**src/rtl/conv_mode_pkg.sv**
```systemverilog
package conv_mode_pkg;

    typedef enum logic [1:0] {
        MD_HIZ    = 2'b00,
        MD_CHARGE = 2'b01,
        MD_CFG    = 2'b10,
        MD_BOOST  = 2'b11
    } opmode_e;

    localparam int FC_W = 3;

    localparam logic [FC_W-1:0] FC_NONE     = 3'b000;
    localparam logic [FC_W-1:0] FC_OUT_OV   = 3'b001;
    localparam logic [FC_W-1:0] FC_OVERLOAD = 3'b010;
    localparam logic [FC_W-1:0] FC_BAT_LOW  = 3'b011;
    localparam logic [FC_W-1:0] FC_BAT_HIGH = 3'b100;

    localparam int N_BFAULT = 4;

    // boost fault flags, highest priority first
    typedef struct packed {
        logic out_ov;
        logic bat_high;
        logic bat_low;
        logic overload;
    } bfault_t;

endpackage

```
**src/rtl/ovl_qualifier.sv**
```systemverilog
module ovl_qualifier #(
    parameter int HOLD_TICKS = 30
) (
    input  logic clk,
    input  logic rst_n,
    input  logic arm,
    input  logic flag,
    input  logic tick,
    output logic expired
);
    localparam int CW = $clog2(HOLD_TICKS + 1);
    localparam logic [CW-1:0] LAST = CW'(HOLD_TICKS - 1);

    logic [CW-1:0] cnt_q;

    always_ff @(posedge clk or negedge rst_n) begin
        if (!rst_n) begin
            cnt_q <= '0;
        end else if (!arm || !flag) begin
            cnt_q <= '0;
        end else if (tick && cnt_q != LAST) begin
            cnt_q <= cnt_q + 1'b1;
        end
    end

    always_comb begin
        expired = arm && flag && tick && (cnt_q == LAST);
    end

endmodule

```
**src/rtl/bfault_encoder.sv**
```systemverilog
module bfault_encoder
    import conv_mode_pkg::*;
(
    input  bfault_t        flags,
    output logic [FC_W-1:0] code,
    output logic            any
);
    logic [N_BFAULT-1:0]   vec;
    logic [FC_W-1:0]       lut [N_BFAULT];

    assign vec = flags;

    always_comb begin
        lut[3] = FC_OUT_OV;
        lut[2] = FC_BAT_HIGH;
        lut[1] = FC_BAT_LOW;
        lut[0] = FC_OVERLOAD;
    end

    // lowest index scanned first so the highest set bit wins last
    always_comb begin
        code = FC_NONE;
        for (int i = 0; i < N_BFAULT; i++) begin
            if (vec[i]) begin
                code = lut[i];
            end
        end
        any = |vec;
    end

endmodule

```
**src/rtl/fault_pulse_gen.sv**
```systemverilog
module fault_pulse_gen #(
    parameter int PULSE_CYCLES = 128
) (
    input  logic clk,
    input  logic rst_n,
    input  logic fire,
    output logic active
);
    localparam int CW = $clog2(PULSE_CYCLES + 1);
    localparam logic [CW-1:0] LOAD = CW'(PULSE_CYCLES);

    logic [CW-1:0] cnt_q;

    always_ff @(posedge clk or negedge rst_n) begin
        if (!rst_n) begin
            cnt_q <= '0;
        end else if (cnt_q != '0) begin
            cnt_q <= cnt_q - 1'b1;
        end else if (fire) begin
            cnt_q <= LOAD;
        end
    end

    always_comb begin
        active = (cnt_q != '0);
    end

endmodule

```
**src/rtl/conv_mode_ctrl.sv**
```systemverilog
module conv_mode_ctrl
    import conv_mode_pkg::*;
#(
    parameter int OVL_HOLD_TICKS = 30,
    parameter int PULSE_CYCLES   = 128
) (
    input  logic       clk,
    input  logic       rst_n,
    input  logic       tick_1k,
    input  logic       mode_bit,
    input  logic       hiz_bit,
    input  logic       chg_dis,
    input  logic       otg_pin,
    input  logic       otg_pin_pol,
    input  logic       otg_use_en,
    input  logic       vin_uvlo,
    input  logic       chg_fault,
    input  logic       status_en,
    input  logic       flt_clr,
    input  logic       bst_out_ov,
    input  logic       bst_overload,
    input  logic       bst_bat_high,
    input  logic       bst_bat_low,
    output logic [1:0] op_mode,
    output logic       mode_clr_req,
    output logic       boost_stat,
    output logic [2:0] fault_code,
    output logic       stat_n
);
    opmode_e         state_q, state_d;
    logic [FC_W-1:0] code_q;
    logic            clr_pend_q;
    logic            ovl_lock_q;
    logic            chg_fault_q;

    logic            force_hiz, otg_active, boost_want, inst_fault;
    logic            in_boost, ovl_expired, bf_any, bf_evt, pulse_fire, pulse_on;
    logic [FC_W-1:0] bf_code;
    bfault_t         bf_flags;
    opmode_e         charge_pick;

    assign in_boost   = (state_q == MD_BOOST);
    assign force_hiz  = hiz_bit | chg_dis;
    assign otg_active = otg_use_en & (otg_pin == otg_pin_pol);
    assign boost_want = (mode_bit & ~clr_pend_q) | otg_active;
    assign inst_fault = bst_out_ov | bst_bat_high | bst_bat_low;

    ovl_qualifier #(.HOLD_TICKS(OVL_HOLD_TICKS)) u_ovl (
        .clk     (clk),
        .rst_n   (rst_n),
        .arm     (in_boost),
        .flag    (bst_overload),
        .tick    (tick_1k),
        .expired (ovl_expired)
    );

    always_comb begin
        bf_flags.out_ov   = bst_out_ov;
        bf_flags.bat_high = bst_bat_high;
        bf_flags.bat_low  = bst_bat_low;
        bf_flags.overload = ovl_expired;
    end

    bfault_encoder u_enc (
        .flags (bf_flags),
        .code  (bf_code),
        .any   (bf_any)
    );

    assign bf_evt     = in_boost & ~force_hiz & bf_any;
    assign pulse_fire = bf_evt | (chg_fault & ~chg_fault_q);

    fault_pulse_gen #(.PULSE_CYCLES(PULSE_CYCLES)) u_pulse (
        .clk    (clk),
        .rst_n  (rst_n),
        .fire   (pulse_fire),
        .active (pulse_on)
    );

    // charge_select
    always_comb begin
        if (vin_uvlo) begin
            charge_pick = MD_HIZ;
        end else if (chg_fault || code_q != FC_NONE) begin
            charge_pick = MD_CFG;
        end else begin
            charge_pick = MD_CHARGE;
        end
    end

    // next-state
    always_comb begin
        state_d = state_q;
        if (force_hiz) begin
            state_d = MD_HIZ;
        end else begin
            unique case (state_q)
                MD_BOOST: begin
                    if (bf_any) begin
                        state_d = vin_uvlo ? MD_HIZ : MD_CFG;
                    end else if (!boost_want) begin
                        state_d = charge_pick;
                    end
                end
                MD_HIZ, MD_CHARGE, MD_CFG: begin
                    if (boost_want && !ovl_lock_q && !inst_fault) begin
                        state_d = MD_BOOST;
                    end else begin
                        state_d = charge_pick;
                    end
                end
            endcase
        end
    end

    // state register and fault bookkeeping
    always_ff @(posedge clk or negedge rst_n) begin
        if (!rst_n) begin
            state_q     <= MD_HIZ;
            code_q      <= FC_NONE;
            clr_pend_q  <= 1'b0;
            ovl_lock_q  <= 1'b0;
            chg_fault_q <= 1'b0;
        end else begin
            state_q     <= state_d;
            chg_fault_q <= chg_fault;
            if (bf_evt) begin
                code_q <= bf_code;
            end else if (flt_clr) begin
                code_q <= FC_NONE;
            end
            if (bf_evt && bf_code == FC_OVERLOAD) begin
                ovl_lock_q <= 1'b1;
            end else if (flt_clr) begin
                ovl_lock_q <= 1'b0;
            end
            if (bf_evt) begin
                clr_pend_q <= 1'b1;
            end else if (!mode_bit) begin
                clr_pend_q <= 1'b0;
            end
        end
    end

    // outputs
    always_comb begin
        op_mode      = state_q;
        boost_stat   = in_boost;
        fault_code   = code_q;
        mode_clr_req = clr_pend_q;
        stat_n       = ~(pulse_on | ((state_q == MD_CHARGE) & status_en));
    end

endmodule

```
**config.mk**
```make
export PLATFORM = sky130hd
export DESIGN_NAME = conv_mode_ctrl
export DESIGN_NICKNAME = d
export VERILOG_FILES = /design/src/rtl/conv_mode_pkg.sv /design/src/rtl/ovl_qualifier.sv /design/src/rtl/bfault_encoder.sv /design/src/rtl/fault_pulse_gen.sv /design/src/rtl/conv_mode_ctrl.sv
export SDC_FILE = /design/constraint.sdc
export NUM_CORES = 1
export LEC_CHECK = 0
export BUFFER_PORTS_ARGS = -buffer_cell sky130_fd_sc_hd__buf_4
export CAP_MARGIN = 10
export CORE_AREA = 2 2 64 60
export CTS_CLUSTER_DIAMETER = 120
export DETAILED_ROUTE_END_ITERATION = 12
export DIE_AREA = 0 0 66 62
export MAX_ROUTING_LAYER = met4
export PLACE_DENSITY = 0.62
export REMOVE_ABC_BUFFERS = 1
export SETUP_SLACK_MARGIN = 0.3
export SLEW_MARGIN = 20
export SYNTH_ARGS = -nofsm -noshare
export SYNTH_HDL_FRONTEND = slang
export SYNTH_HIERARCHICAL = 1
export SYNTH_SLANG_ARGS = --single-unit
```
**constraint.sdc**
```tcl
create_clock -name clk -period 2.3 [get_ports clk]
set_input_delay 0.46 -clock clk [delete_from_list [all_inputs] [get_ports clk]]
set_output_delay 0.46 -clock clk [all_outputs]
set_load 0.005 [all_outputs]
```
Yosys cells after proc, flatten, opt, wreduce, memory -nomap -nowiden
Cells that the tools add are included.
{"block": "totals", "ff_bits": 21, "in_bits": 17}
{"block": "op_classes", "addsub": 2, "n_eq_ne": 9, "mux": 22, "bitwise": 16, "n_reduce_logical": 22}
{"operator": "$mux 2", "count": 9}
{"operator": "$mux 8", "count": 2}
{"operator": "$mux 3", "count": 4}
{"operator": "$mux 5", "count": 2}
{"operator": "$reduce_bool 2->1", "count": 4}
{"operator": "$reduce_bool 8->1", "count": 1}
{"operator": "$sub 8x1->8 const B", "count": 1}
{"operator": "$logic_and 1x1->1", "count": 7}
{"operator": "$and 1x1->1", "count": 6}
{"operator": "$or 1x1->1", "count": 6}
{"operator": "$add 5x1->5 const B", "count": 1}
{"operator": "$eq 5x5->1 const B", "count": 1}
{"operator": "$ne 5x5->1 const B", "count": 1}
{"operator": "$eq 2x2->1 const B", "count": 2}
{"operator": "$logic_not 1->1", "count": 4}
{"operator": "$mux 1", "count": 4}
{"operator": "$ne 4x3->1 const B", "count": 1}
{"operator": "$not 1->1", "count": 4}
{"operator": "$pmux 2 s2", "count": 1}
{"operator": "$reduce_or 4->1", "count": 1}
{"operator": "$eq 3x2->1 const B", "count": 1}
{"operator": "$reduce_bool 3->1", "count": 1}
{"operator": "$reduce_or 3->1", "count": 1}
{"operator": "$eq 2x1->1 const B", "count": 1}
{"operator": "4 further kinds", "count": 5}

Longest topological paths before layout
Gate-level depths: netlist of run 1.
{"block": "depth", "word_depth": 11, "mapped_depth": 11, "mapped_depth_nobuf": 11}

Modules after synthesis
Netlist of run 1, hierarchy kept.
{"mod": "fault_pulse_gen", "instances": 1, "cells_each": 41, "area_per_inst_um2": 422.9, "seq_area_each_um2": 200.2}
{"mod": "conv_mode_ctrl", "instances": 1, "cells_each": 45, "area_per_inst_um2": 417.9, "seq_area_each_um2": 200.2}
{"mod": "ovl_qualifier", "instances": 1, "cells_each": 31, "area_per_inst_um2": 281.5, "seq_area_each_um2": 125.1}
{"mod": "bfault_encoder", "instances": 1, "cells_each": 7, "area_per_inst_um2": 31.3, "seq_area_each_um2": 0.0}

Least setup slack after synthesis of run 1
No wires, ideal clock.
{"block": "synth_path", "path_kind": "register to output", "startpoint": "reg u_pulse.cnt_q[0]", "endpoint": "out stat_n", "arrival_ns": 1.463, "t_required_ns": 1.840, "slack_ns": 0.377, "stages_incl_launch_ff": 8, "n_path_buf": 1, "path_cell_list": "dfrtp_1 > inv_1 > ha_1 > or3b_1 > buf_2 > nor2_4 > inv_2 > a31oi_1"}
{"block": "synth_via", "elab_chain_cells": 3}
{"element": "from (decl)", "line_no": "fault_pulse_gen.sv:12", "rtl": "logic [CW-1:0] cnt_q;"}
{"element": "from (signal assigned)", "line_no": "fault_pulse_gen.sv:18", "rtl": "cnt_q <= cnt_q - 1'b1;"}
{"element": "$reduce_bool 8->1", "line_no": "fault_pulse_gen.sv:25", "rtl": "active = (cnt_q != '0);"}
{"element": "via pulse_on", "line_no": "conv_mode_ctrl.sv:37", "rtl": "logic in_boost, ovl_expired, bf_any, bf_evt, pulse_fire, pulse_on;"}
{"element": "$or 1x1->1", "line_no": "conv_mode_ctrl.sv:151", "rtl": "stat_n = ~(pulse_on | ((state_q == MD_CHARGE) & status_en));"}
{"element": "$not 1->1", "line_no": "conv_mode_ctrl.sv:151"}
{"element": "to (decl)", "line_no": "conv_mode_ctrl.sv:28", "rtl": "output logic stat_n"}
The timed path passes the listed nets, and every way through them passes these cells.

Final worst setup path of run 1
Ends and elaborated chain as after synthesis.

==> key figures, run 1 <==
Timing
  – Worst hold slack: 75.0 ps
  – Final Hold Vio Count: 0
  – Final slew viol count: 0
  – Final setup fails: 0
  – Slew headroom: 67.2%
  – Post-layout min period: 2160 ps
  – Post-Route Skew: 7.36 ps
  – Fmax: 463 MHz
  – RSZ-0062 raised after global routing: true
  – Post-route clock period utilization: 93.9%
  – Worst-Margin Slew: 487 ps
  – Setup tns final: 0 ps

Global route
  – GRT Overall Usage: 13.5%
  – Gr ovfl total: 0
  – Antenna violations before repair: 0
  – Gr busiest metal: met2
  – Global-route wire length before repair: 4.15 mm
  – Met3 usage: 2.16%
  – Met2 Use GR: 21.6%
  – Met1 usage: 18.2%
  – Largest net degree at the start of global routing: 22
  – Vias in the first global route: 972

Clocking
  – Clock Path Buffers: 2
  – Clock transition at path regs: 80 ps
  – Worst-skew pair later-pin latency: 260 ps
  – H-tree depth: 1
  – Num CTS Buffers: 3
  – Sink Count: 21
  – CTS Hold Buffers Added: 0
  – CTS tree: done
  – CTS root buffer: clkbuf_8

Outcome
  – Status: finished clean

Finish
  – Area occupied by multi-input gates: 623 µm²
  – Nets: 190
  – Ant diodes: 0
  – Storage cell area: 527 µm²
  – Fillers: 350
  – Layout cell share with drive strength beyond 1: 40.2%
  – Area growth syn-to-layout: 39.5%

Critical path
  – Max stage delay on crit path: 390 ps
  – CP max stage cell: dfrtp_1
  – CP delay by family, top: simple AND/OR/NAND/NOR gates
  – Crit path launch type: flip-flop
  – CP arrival: 1700 ps
  – Endpoint type of the worst setup path: output port
  – Crit path cell chain: inv_2 -> ha_4 -> or3b_4 -> nor2_4 -> inv_2 -> a31oi_1 -> buf_4
  – Buffer and inverter count on the worst path: 3
  – Critical Setup Path Class: reg2out
  – Worst-path fanout max: 2
  – Critical Path RT: 1840 ps
  – Most frequent CP cell: inv_2

Die
  – Core box area: 3520 µm²
  – Chip width: 66 µm
  – Row count: 21
  – I/O pins: 25
  – Die Height: 62 µm
  – Initial core utilization: 32.8%
  – Die area: 4090 µm²

Placement
  – Hpwl dp: 1.84 mm
  – GP Congestion: 0.792
  – Port bufs: 24

Synthesis
  – Asr flop ratio synth: 100%
  – Post-synth EDFFs: 0
  – Synth area leaders: dfrtp_1 (46%), nor3_1 (3.9%), nand2_1 (3.6%)
  – Synthesized area per cell: 9.30 µm²
  – Synth Warn #: 6
  – Predominant post-synthesis flop cell: dfrtp_1
  – Yosys top cell by area: dfrtp_1
  – Yosys cell types: 41
  – Cells after synthesis: 124
  – Share of the synthesized area in the top cell type: 45.6%
  – Synth Register Bits: 21
  – Seq/Total Area, Yosys: 45.6%
  – Post-synthesis cell area: 1150 µm²

Power
  – Static Leakage: 0.735 nW
  – Cell Pwr Density: 757 nW/µm²
  – Peak VDD IR: 342 µV

Route
  – Wire length per cell: 12.3 µm
  – # DRC: 0
  – Antenna-violating nets left: 0
  – DR vias/cell: 4.94
  – Drt total wl: 2.65 mm
  – DR pass1 iterations: 4
  – Vias: 1062
  – Initial detailed-routing violation count: 52

Hold path
  – Min-delay worst type: in2async

Run
  – Max-cap violation count: 0
-- metrics by stage --
step,util (%),cell area [µm²],power [W],setup slack (ps),cells
after floorplan,-,1150,0.000729,369,123
after global placement,39.6,1390,0.000819,301,194
after detailed placement,39.6,1390,0.000834,247,194
after CTS,43.5,1530,0.00120,157,207
after global routing,45.7,1610,0.00131,63.1,215
final,45.7,1610,0.00122,141,215
-- layout by cell type, fill, tap and decap left out, types with 3 or more instances in the layout --
master	n
nor3_1	6
nand4_1	3
inv_1	7
a21o_1	4
o21ai_0	5
nor2_1	4
nor3_2	3
nand2_1	10
nor4_1	4
a21oi_1	8
nor2b_1	3
inv_2	4
clkbuf_8	3
buf_4	42
dfrtp_1	20
o21ai_1	3
nand3b_1	3
-- worst paths after layout --
path	cells after the start	end	start	slack (ps)
max in group asynchronous	1	u_pulse/cnt_q[4]	rst_n	1990
worst max register to register	9	ovl_lock_q	u_ovl/cnt_q[1]	320
worst max-delay path	7	stat_n	u_pulse/cnt_q[0]	140
worst min register to register	2	mode_clr_req	mode_clr_req	510
min in group clk	1	chg_fault_q	chg_fault	320
worst min-delay path	1	u_pulse/cnt_q[5]	rst_n	70
-- cell type report --
class	count	share of cell area, %
clock buffer	4	2.80
inverter	11	2.57
multi-input combinational	91	38.7
sequential	21	32.7
tap	46	3.58
timing repair buffer	42	19.6
-- where the power goes --
part / internal, W / total (W) / switching [W]
clock network: 0.000123 / 0.000241 / 0.000118
registers: 0.000446 / 0.000511 / 0.0000646
logic: 0.000252 / 0.000466 / 0.000214
-- state kept, by name, summed over array words and instances (netlist names) --
register and cells:
u_pulse/cnt_q 8, u_ovl/cnt_q 5, fault_code 3, op_mode 2, chg_fault_q 1, mode_clr_req 1
ovl_lock_q 1
-- cells by family (layout without fill, tap and decap cells) --
family,count (synthesis),in the layout,share of synthesized area [%]
mux,1,1,0.976
simple gates,58,58,30.8
buf+inv,12,57,4.01
xor+xnor,1,1,0.759
fa+ha+maj,3,3,3.25
flops,21,21,45.6
compound gates,28,28,14.6
-- synthesized netlist by cell type (all sizes together), types with 2 or more instances --
cell type and number:
nand2b 2, or4 2, nand2 11, and3 2, or3 2, inv 11
and2 2, nand4 3, a21oi 8, ha 3, dfrtp 21, a21o 4
nand3 3, nor4 4, nor2 7, o21ai 10, nand3b 3, nor2b 3
nor3 9
-- per-layer routing --
metal  part of all wire, %  vias to the layer above
met4                   1.2                        0
met1                    47                      499
met2                    48                       27
met5                     0                        -
li1                      -                      532
met3                   3.6                        4
-- repair_timing --
action,4_1_cts,5_1_grt
buffers inserted,9,8
resized for setup,8,6
pin swaps,3,4
endpoints found under the setup margin,3,8
Power figures use the tool's default switching activity.
==> inputs of run 2 (changes only) <==
--- a/config.mk
+++ b/config.mk
@@ -7,10 +7,10 @@
 export LEC_CHECK = 0
 export BUFFER_PORTS_ARGS = -buffer_cell sky130_fd_sc_hd__buf_4
 export CAP_MARGIN = 10
-export CORE_AREA = 2 2 64 60
+export CORE_AREA = 5 5 67 63
 export CTS_CLUSTER_DIAMETER = 120
 export DETAILED_ROUTE_END_ITERATION = 12
-export DIE_AREA = 0 0 66 62
+export DIE_AREA = 0 0 72 68
 export MAX_ROUTING_LAYER = met4
 export PLACE_DENSITY = 0.62
 export REMOVE_ABC_BUFFERS = 1
==> run 2 against run 1 <==
  * Final cell count shrank 2.8%
  * Critical endpoint unchanged
  * Sequential power rose by 1%
  * Via count down 2.9%
  * Core utilization decreased by 1.4 points
  * Highest routed layer is now met3
==> key figures, run 2 (synthesized netlist as in run 1, its figures left out) <==
Clocking
  – Clock transition at path regs: 70 ps (about the same)
  – CTS root buffer: clkbuf_8
  – Sink Count: 21 (unchanged)
  – Clock Path Buffers: 2 (unchanged)
  – CTS tree: done
  – Worst-skew pair later-pin latency: 250 ps (about the same)
  – Num CTS Buffers: 3 (unchanged)
  – H-tree depth: 1 (unchanged)
  – CTS Hold Buffers Added: 0 (unchanged)

Timing
  – Worst-Margin Slew: 446 ps (-40.4 ps)
  – Final setup fails: 0 (unchanged)
  – Final Hold Vio Count: 0 (unchanged)
  – Post-route setup slack: 151 ps (+9.76 ps)
  – Post-layout min period: 2150 ps (-9.76 ps)
  – Fmax: 465 MHz (+0.45%)
  – Setup tns final: 0 ps (unchanged)
  – Post-Route Skew: 2.31 ps (-5.05 ps)
  – Final slew viol count: 0 (unchanged)
  – Post-route clock period utilization: 93.5% (-0.42 points)
  – RSZ-0062 raised after global routing: true
  – Slew headroom: 70.0% (+2.7 points)

Outcome
  – Status: finished clean

Finish
  – Area occupied by multi-input gates: 618 µm² (-0.80%)
  – Ant diodes: 0 (unchanged)
  – Fin cells: 209 (-2.8%)
  – Commonest non-fill, non-tap cell in the layout: buf_4
  – Nets: 184 (-3.2%)
  – Area growth syn-to-layout: 35.1%
  – Layout cell share with drive strength beyond 1: 37.4% (-2.8 points)
  – Commonest non-fill, non-tap cells in the layout: buf_4 (36), dfrtp_1 (20), nand2_1 (10)
  – Largest register FFs: 8 (unchanged)
  – Storage cell area: 527 µm² (unchanged)
  – Biggest register: u_pulse/cnt_q
  – Fillers: 350 (unchanged)

Power
  – Comb pwr share: 38.4% (about the same)
  – Sequential share of power: 42.4% (+0.5 points)
  – Cell Pwr Density: 783 nW/µm² (+3.4%)
  – Clock network power share: 19.3% (-0.5 points)
  – Peak VDD IR: 307 µV (-10%)
  – Internal: 0.000823 W (+0.18%)
  – P_sw: 0.000398 W (+0.19%)
  – Switching part of the total: 32.6% (about the same)
  – Static Leakage: 0.705 nW (-4.1%)

Critical path
  – Endpoint type of the worst setup path: output port
  – CP max stage cell: dfrtp_1
  – Critical Setup Path Class: reg2out
  – Crit path cell chain: inv_2 -> ha_4 -> or3b_4 -> nor2_4 -> inv_2 -> a31oi_1 -> buf_4
  – Reg2Reg Setup Slack: 360 ps (+40 ps)
  – Worst r2r path cells: 9 (unchanged)
  – Max stage delay on crit path: 400 ps (about the same)
  – CP delay by family, top: simple AND/OR/NAND/NOR gates
  – CP arrival: 1690 ps (about the same)
  – Most frequent CP cell: inv_2
  – Buffer and inverter count on the worst path: 3 (unchanged)
  – R2R Path End: ovl_lock_q
  – R2R Path Start: u_ovl/cnt_q[1]
  – Crit path launch type: flip-flop
  – Worst-path fanout max: 3 (+1)
  – Critical Path RT: 1840 ps (about the same)

Die
  – Row count: 21 (unchanged)
  – Die area: 4900 µm² (+20%)
  – Die Height: 68 µm (+9.7%)
  – Initial core utilization: 32.8% (unchanged)
  – Core box area: 3520 µm² (unchanged)
  – I/O pins: 25 (unchanged)
  – Chip width: 72 µm (+9.1%)

Global route
  – Gr ovfl total: 0 (unchanged)
  – GRT Overall Usage: 12.1% (-1.4 points)
  – Antenna violations before repair: 0 (unchanged)
  – Global-route wire length before repair: 4.59 mm (+10%)
  – Vias in the first global route: 1077 (+11%)
  – Largest net degree at the start of global routing: 22 (unchanged)

Route
  – Antenna-violating nets left: 0 (unchanged)
  – Initial detailed-routing violation count: 47 (-9.6%)
  – Vias: 1031 (-2.9%)
  – DR vias/cell: 4.93 (-0.13%)
  – Drt total wl: 2.72 mm (+2.7%)
  – Wire length per cell: 13.0 µm (+5.6%)
  – # DRC: 0 (unchanged)
  – DR pass1 iterations: 4 (unchanged)

Placement
  – Pre-CTS WS: 246 ps (-1.19 ps)
  – GP Congestion: 0.814 (+2.8%)
  – Placed Cells: 194 (unchanged)
  – Port bufs: 24 (unchanged)
  – Hpwl dp: 1.98 mm (+7.4%)

Hold path
  – Min-delay worst type: in2async

Run
  – Max-cap violation count: 0 (unchanged)
==> run 2: metrics by stage <==
step	total power [W]	util [%]	hold slack [ps]	instance area (µm²)
finish	0.00122	44.3	81.6	1560
global route	0.00131	44.3	98.6	1560
CTS	0.00120	43.2	89.0	1520
detailed placement	0.000836	39.6	371	1390
global placement	0.000817	39.6	364	1390
floorplan	0.000729	-	164	1150
==> run 2: power groups by stage <==
stage          logic [W]  clock network, W  registers [W]
4_1_cts         0.000444          0.000246       0.000513
3_3_place_gp    0.000288                 0       0.000529
3_5_place_dp    0.000295                 0       0.000541
6_report        0.000468          0.000235       0.000517
2_1_floorplan   0.000214                 0       0.000515
5_1_grt         0.000515          0.000265       0.000527
==> run 2: area by class of cell <==
class | count | area share [%]
clock buffers | 4 | 2.89
inverters | 11 | 2.65
flip-flops and latches | 21 | 33.8
well taps | 46 | 3.69
repair buffers | 36 | 17.3
multi-input cells | 91 | 39.6
==> run 2: layer usage <==
| metal | routed length (µm) | vias to the layer above | global-route usage (%) |
|---|---|---|---|
| li1 | - | 522 | - |
| met1 | 1260 | 488 | 15.3 |
| met2 | 1360 | 21 | 20.6 |
| met3 | 101 | 0 | 2.20 |
| met4 | 0 | 0 | 1.88 |
| met5 | 0 | - | - |
==> run 2: worst max-delay path by stage <==
stage | cells after the start | from | to
after floorplan | 6 | u_pulse/cnt_q[0] | stat_n
after global placement | 7 | u_pulse/cnt_q[0] | stat_n
after detailed placement | 7 | u_pulse/cnt_q[0] | stat_n
after CTS | 5 | u_pulse/cnt_q[5] | stat_n
after global routing | 7 | u_pulse/cnt_q[0] | stat_n
final | 7 | u_pulse/cnt_q[0] | stat_n
==> run 2: worst reg2reg max path, delay by kind of cell (launching register included) <==
| kind | cells | cell delay (ps) |
|---|---|---|
| AO/OA/AOI/OAI | 1 | 80 |
| adder cells (fa/ha/maj) | 1 | 180 |
| buffers and inverters | 1 | 80 |
| flip-flops | 1 | 420 |
| AND/OR/NAND/NOR | 6 | 1110 |
==> run 2: what timing repair did <==
action                     4_1_cts  5_1_grt
pin swaps                        3        3
setup endpoints to repair        1        8
setup buffers                    9        2
cloned                           0        0
resized for setup                6        7
